`src/rtl/tmr_pkg.sv`:
```
package tmr_pkg;

  typedef enum logic [1:0] {
    HM_HARD = 2'd0,
    HM_SOFT = 2'd1,
    HM_FREE = 2'd2
  } halt_mode_e;

  typedef enum logic [2:0] {
    RA_PRD_LO = 3'd0,
    RA_PRD_HI = 3'd1,
    RA_DIV    = 3'd2,
    RA_CTRL   = 3'd3,
    RA_CNT_LO = 3'd4,
    RA_CNT_HI = 3'd5,
    RA_PSC    = 3'd6,
    RA_NONE   = 3'd7
  } reg_addr_e;

  localparam int CB_FLAG   = 15;
  localparam int CB_IE     = 14;
  localparam int CB_FREE   = 11;
  localparam int CB_SOFT   = 10;
  localparam int CB_RELOAD = 5;
  localparam int CB_STOP   = 4;

  // bits of the control word held in plain storage (flag kept apart, 13:12 and 5 excluded)
  localparam logic [15:0] CTRL_KEEP = 16'h4FDF;

  function automatic halt_mode_e mode_of(input logic free_bit, input logic soft_bit);
    if (free_bit)      return HM_FREE;
    else if (soft_bit) return HM_SOFT;
    else               return HM_HARD;
  endfunction

endpackage

```
`src/rtl/tmr_prescaler.sv`:
```
module tmr_prescaler #(
  parameter int PSC_W = 16
) (
  input  logic             clk,
  input  logic             rst_n,
  input  logic             run,
  input  logic             load,
  input  logic [PSC_W-1:0] div,
  output logic             tick,
  output logic [PSC_W-1:0] psc
);

  function automatic logic [PSC_W-1:0] psc_next(input logic [PSC_W-1:0] cur,
                                                input logic [PSC_W-1:0] dv);
    return (cur == '0) ? dv : cur - 1'b1;
  endfunction

  assign tick = run && !load && (psc == '0);

  always_ff @(posedge clk) begin
    if (!rst_n)    psc <= '0;
    else if (load) psc <= div;
    else if (run)  psc <= psc_next(psc, div);
  end

endmodule

```
`src/rtl/tmr_counter.sv`:
```
module tmr_counter #(
  parameter int CNT_W = 32
) (
  input  logic             clk,
  input  logic             rst_n,
  input  logic             tick,
  input  logic             load,
  input  logic [CNT_W-1:0] period,
  output logic [CNT_W-1:0] cnt,
  output logic             zero_evt
);

  function automatic logic [CNT_W-1:0] cnt_step(input logic [CNT_W-1:0] cur,
                                                input logic [CNT_W-1:0] per);
    return (cur == '0) ? per : cur - 1'b1;
  endfunction

  logic [CNT_W-1:0] nxt;
  assign nxt      = cnt_step(cnt, period);
  assign zero_evt = tick && (nxt == '0);

  always_ff @(posedge clk) begin
    if (!rst_n)    cnt <= '1;
    else if (load) cnt <= period;
    else if (tick) cnt <= nxt;
  end

endmodule

```
`src/rtl/tmr_halt.sv`:
```
module tmr_halt
  import tmr_pkg::*;
(
  input  logic       clk,
  input  logic       rst_n,
  input  logic       debug_halt,
  input  halt_mode_e mode,
  input  logic       tick,
  input  logic       zero_evt,
  output logic       halt_req,
  output logic       frozen,
  output logic       hold
);

  assign halt_req = debug_halt && (mode != HM_FREE);
  assign hold     = frozen && halt_req;

  always_ff @(posedge clk) begin
    if (!rst_n)         frozen <= 1'b0;
    else if (!halt_req) frozen <= 1'b0;
    else if (!frozen)   frozen <= tick && ((mode == HM_HARD) || zero_evt);
  end

endmodule

```
`src/rtl/tmr_regs.sv`:
```
module tmr_regs
  import tmr_pkg::*;
#(
  parameter int DW = 16,
  parameter int AW = 3
) (
  input  logic            clk,
  input  logic            rst_n,
  input  logic            bus_we,
  input  logic [AW-1:0]   bus_addr,
  input  logic [DW-1:0]   bus_wdata,
  output logic [DW-1:0]   bus_rdata,
  input  logic [2*DW-1:0] cnt,
  input  logic [DW-1:0]   psc,
  input  logic            zero_evt,
  output logic [2*DW-1:0] period,
  output logic [DW-1:0]   div,
  output logic            ie,
  output logic            free_bit,
  output logic            soft_bit,
  output logic            stop,
  output logic            flag,
  output logic            irq,
  output logic            reload_wr
);

  logic [15:0] ctrl_q;
  logic        we_ctrl, clr_wr;

  assign we_ctrl   = bus_we && (bus_addr == RA_CTRL);
  assign reload_wr = we_ctrl && bus_wdata[CB_RELOAD];
  assign clr_wr    = we_ctrl && bus_wdata[CB_FLAG];

  assign ie       = ctrl_q[CB_IE];
  assign free_bit = ctrl_q[CB_FREE];
  assign soft_bit = ctrl_q[CB_SOFT];
  assign stop     = ctrl_q[CB_STOP];

  always_ff @(posedge clk) begin
    if (!rst_n) begin
      period <= '1;
      div    <= '0;
      ctrl_q <= '0;
    end else if (bus_we) begin
      case (bus_addr)
        RA_PRD_LO: period[DW-1:0]    <= bus_wdata;
        RA_PRD_HI: period[2*DW-1:DW] <= bus_wdata;
        RA_DIV:    div               <= bus_wdata;
        RA_CTRL:   ctrl_q            <= bus_wdata[15:0] & CTRL_KEEP;
        default:   ;
      endcase
    end
  end

  always_ff @(posedge clk) begin
    if (!rst_n)        flag <= 1'b0;
    else if (zero_evt) flag <= 1'b1;
    else if (clr_wr)   flag <= 1'b0;
  end

  always_ff @(posedge clk) begin
    if (!rst_n)                 irq <= 1'b0;
    else if (zero_evt && ie)    irq <= 1'b1;
    else if (clr_wr || (we_ctrl && !bus_wdata[CB_IE])) irq <= 1'b0;
  end

  always_comb begin
    bus_rdata = '0;
    case (bus_addr)
      RA_PRD_LO: bus_rdata = period[DW-1:0];
      RA_PRD_HI: bus_rdata = period[2*DW-1:DW];
      RA_DIV:    bus_rdata = div;
      RA_CTRL: begin
        bus_rdata[15:0]    = ctrl_q;
        bus_rdata[CB_FLAG] = flag;
      end
      RA_CNT_LO: bus_rdata = cnt[DW-1:0];
      RA_CNT_HI: bus_rdata = cnt[2*DW-1:DW];
      RA_PSC:    bus_rdata = psc;
      default:   bus_rdata = '0;
    endcase
  end

endmodule

```
`src/rtl/halt_timer.sv`:
```
module halt_timer
  import tmr_pkg::*;
#(
  parameter int DW = 16
) (
  input  logic          clk,
  input  logic          rst_n,
  input  logic          debug_halt,
  input  logic          bus_we,
  input  logic [2:0]    bus_addr,
  input  logic [DW-1:0] bus_wdata,
  output logic [DW-1:0] bus_rdata,
  output logic          irq
);

  localparam int CNT_W = 2 * DW;
  localparam int PSC_W = DW;

  logic [CNT_W-1:0] cnt, period;
  logic [PSC_W-1:0] psc, div;
  logic             tick, zero_evt, run, reload_wr;
  logic             ie, free_bit, soft_bit, stop, flag;
  logic             halt_req, frozen, hold;
  halt_mode_e       mode;

  assign mode = mode_of(free_bit, soft_bit);
  assign run  = !stop && !hold;

  tmr_regs #(.DW(DW), .AW(3)) u_regs (
    .clk(clk), .rst_n(rst_n),
    .bus_we(bus_we), .bus_addr(bus_addr), .bus_wdata(bus_wdata), .bus_rdata(bus_rdata),
    .cnt(cnt), .psc(psc), .zero_evt(zero_evt),
    .period(period), .div(div), .ie(ie), .free_bit(free_bit), .soft_bit(soft_bit),
    .stop(stop), .flag(flag), .irq(irq), .reload_wr(reload_wr)
  );

  tmr_prescaler #(.PSC_W(PSC_W)) u_psc (
    .clk(clk), .rst_n(rst_n), .run(run), .load(reload_wr),
    .div(div), .tick(tick), .psc(psc)
  );

  tmr_counter #(.CNT_W(CNT_W)) u_cnt (
    .clk(clk), .rst_n(rst_n), .tick(tick), .load(reload_wr),
    .period(period), .cnt(cnt), .zero_evt(zero_evt)
  );

  tmr_halt u_halt (
    .clk(clk), .rst_n(rst_n), .debug_halt(debug_halt), .mode(mode),
    .tick(tick), .zero_evt(zero_evt),
    .halt_req(halt_req), .frozen(frozen), .hold(hold)
  );

endmodule

```
`config.mk`:
```
export PLATFORM = sky130hd
export DESIGN_NAME = halt_timer
export DESIGN_NICKNAME = d
export VERILOG_FILES = /design/src/rtl/tmr_pkg.sv /design/src/rtl/tmr_prescaler.sv /design/src/rtl/tmr_counter.sv /design/src/rtl/tmr_halt.sv /design/src/rtl/tmr_regs.sv /design/src/rtl/halt_timer.sv
export SDC_FILE = /design/constraint.sdc
export NUM_CORES = 1
export LEC_CHECK = 0
export ABC_AREA = 1
export BUFFER_PORTS_ARGS = -buffer_cell sky130_fd_sc_hd__buf_2
export CAP_MARGIN = 20
export CORE_MARGIN = 4
export CORE_UTILIZATION = 35
export CTS_CLUSTER_SIZE = 12
export DETAILED_ROUTE_END_ITERATION = 6
export PLACE_DENSITY_LB_ADDON = 0.25
export SLEW_MARGIN = 10
export SYNTH_ARGS = -nofsm -noshare
export SYNTH_HDL_FRONTEND = slang
export SYNTH_SLANG_ARGS = --single-unit
```
`constraint.sdc`:
```
create_clock -name clk -period 2.43 [get_ports clk]
set_input_delay 0.486 -clock clk [delete_from_list [all_inputs] [get_ports clk]]
set_output_delay 0.486 -clock clk [all_outputs]
set_load 0.01 [all_outputs]
```
==> results.toml <==
[routing]
dr.pass1.iters = 7
vias_per_cell = 5.412
wire_per_inst_um = 19.12
antenna_left = 0
drc_errors = 3
dr_total_vias = 7745
finalWirelength_um = 27350
drtIter0Drc = 854

[pwr]
ir_drop_mv = 0.3972
p_total_mw = 6.885
power_density_nw_per_um2 = 808.0
sw_frac_of_total_pct = 41.23
p_leak_nw = 3.944
clockPowerShare_pct = 22.8
pwr-share-seq_pct = 36.4
pwr-share-comb_pct = 40.8
internal_power_mw = 4.046
p_switching_mw = 2.839

[timing]
fin_crit_sh_pct = 96.59
skew_ps = 7.667
slew_headroom_pct = 51.98
slew_viol_final = 0
final.setup.tns_ps = 0
tightestPinTransition_ps = 719.5
max_freq_mhz = 426.1
period_minus_slack_ps = 2347
hold_ws_ps = 386.6
hold_viol_final = 0
setup_viol = 0

[clock_tree]
clock_latency_ps = 360
clockRootBuffer = "clkbuf_16"
clk_pin_slew_worst_paths_ps = 80
tritoncts = "built"
cts_max_level = 3
cts_buffers = 9
clock_sinks = 111
cts_buffer_depth = 2

[worst_setup_path]
crit_chain = "inv_4 > ha_4 > nand2_4 > nor2_4 > nand2_2 > nor2_4 > nand2_4 > buf_6 > buf_12 > nand2_2 > nand2_1 > inv_1 > nand2_1 > nor2_1 > nand3_1 > nor2_2 > nand2_2 > nand2_1 > nand2_1 > a21oi_2"
crit_path_start_kind = "flop"
crit_path_max_fanout = 6
max_stage_delay_ps = 340
criticalPathCategory = "reg -> reg"
arrival_ps = 2650
cp_slowest_cell = "dfxtp_2"
end_kind = "flop"
crit_required_ps = 2730
cp_common_cell = "nand2_1"

[grt]
grt_pass1_wl_um = 41740
grt_pass1_vias = 7121
antenna_found_initial = 0
grt_max_degree = 86
track_usage_pct = 24.76
gr-total-overflow = 0

[floorplan]
rows = 50
dieArea_um2 = 21680
initial_utilization_pct = 35.91
die_h_um = 147.2
die_w_um = 147.2
core_area_um2 = 18890
io_pins = 40

[cells_and_area]
final_nets = 1193
final_common_cell = "nand2_1"
areaGrowthSynthToFinish_pct = 25.58
layout-drive-gt1-share_pct = 21.69
final_cell_mix = "nand2_1 (286), inv_1 (112), buf_4 (104), dfxtp_1 (104), nor2_1 (89)"
design_area_um2 = 8521
antennaDiodeCount = 0
layoutNonFillerInstCount = 1431

[yosys]
synth.avg_cell_area_um2 = 6.474
ys_types = 46
yosysSeqAreaShare_pct = 32.75
synth_area_um2 = 6785
synth_warnings = 0
async_flop_share_pct = 0
synth-main-ff-cell = "dfxtp_1"
synth_fp_nets = 1075
synth-edff-count = 0
synthCells = 1048
synth_seq_cells = 111

[place]
gp_congestion = 0.9930
dpl_cell_area_um2 = 7871
placed_cells = 1402
post-dp-hpwl_um = 21300
io_buffers = 39

[min_path]
hold_path_class = "in -> reg"

[outcome]
status = "finished with violations"
violations = "design-rule violations"

[flow_run]
cap_violations = 0
## cells by family after synthesis
| family | Yosys count | synth area share (%) |
|---|---|---|
| DFF | 111 | 32.75 |
| xor gates and xnor gates | 13 | 1.678 |
| and+or+nand+nor | 517 | 32.77 |
| AOI/OAI and AO/OA | 232 | 22.02 |
| buffers and inverters | 171 | 10.05 |
| adders and majority gates | 4 | 0.7376 |
## worst max-delay path, delay by kind of cell, from the launching register on
family / cells / cell delay (ps)
flops: 1 / 340
simple gates: 14 / 1220
compound gates: 1 / 120
fa+ha+maj: 1 / 170
buf+inv: 4 / 410
## worst paths after layout
check	start	to	slack, ps	depth (start not counted)
min reg2reg	u_halt.frozen	u_halt.frozen	460	2
max reg2reg	u_cnt.cnt[0]	u_halt.frozen	80	20
max	u_cnt.cnt[0]	u_halt.frozen	80	20
min	bus_wdata[12]	u_regs.period[12]	390	3
## sequential cells by signal, indices dropped and copies added, names as in the netlist
register	flops
u_cnt.cnt	32
u_regs.period	32
u_psc.psc	16
u_regs.div	16
u_regs.ctrl_q	12
u_halt.frozen	1
u_regs.flag	1
u_regs.irq	1
## through the flow
stage / setup slack (ps) / utilization [%]
final: 82.93 / 45.10
after global routing: -33.69 / 45.10
after CTS: 3.394 / 43.45
after detailed placement: -101.1 / 41.66
after global placement: -61.39 / 41.66
after floorplan: 215.5 / -
## synth_stat cells (all sizes together) (9+ instances only)
| master | instances | area (um^2) |
|---|---|---|
| nand2 | 304 | 1179 |
| nor2 | 129 | 585.6 |
| inv | 123 | 461.7 |
| dfxtp | 111 | 2222 |
| o21ai | 63 | 315.3 |
| nand3 | 58 | 295.3 |
| a21oi | 52 | 264.0 |
| o211ai | 39 | 292.8 |
| clkbuf | 32 | 120.1 |
| o2111ai | 25 | 219.0 |
| o22ai | 21 | 131.4 |
| nand4 | 13 | 81.33 |
| a221oi | 11 | 102.6 |
| buf | 11 | 80.07 |
| nor3 | 9 | 55.05 |
## repair_timing
action                                  in CTS  in global routing
gates cloned                                 0                  1
hold endpoints to repair                     0                  0
pin swaps                                    6                 28
buffers inserted                             3                 10
hold buffers                                 0                  0
endpoints found under the setup margin       3                  3
resized for setup                            5                 67
## power by group through the flow
stage / logic (mW) / clock network (mW) / registers [mW]
2_1_floorplan: 1.52 / 0 / 2.44
3_3_place_gp: 2.65 / 0 / 2.47
3_5_place_dp: 2.65 / 0 / 2.48
4_1_cts: 2.67 / 1.59 / 2.44
5_1_grt: 3.08 / 1.68 / 2.53
6_report: 2.81 / 1.57 / 2.50
## per-layer routing
metal / vias to the layer above / global-route usage (%) / wire [um]
li1: 3748 / - / -
met1: 3572 / 34.58 / 12060
met2: 358 / 38.64 / 12380
met3: 67 / 4.072 / 2098
met4: 0 / 8.854 / 816
met5: - / 0 / 0
## cell type report
cell class                 count  area (um^2)
inverter                     128        486.7
sequential                   111         2233
timing repair buffer         150         1086
tap                          260        325.3
clock inverter                 6        76.32
multi-input combinational    766         4084
clock buffer                  10        229.0
fill                        2061        10370
Power figures use the tool's default switching activity.
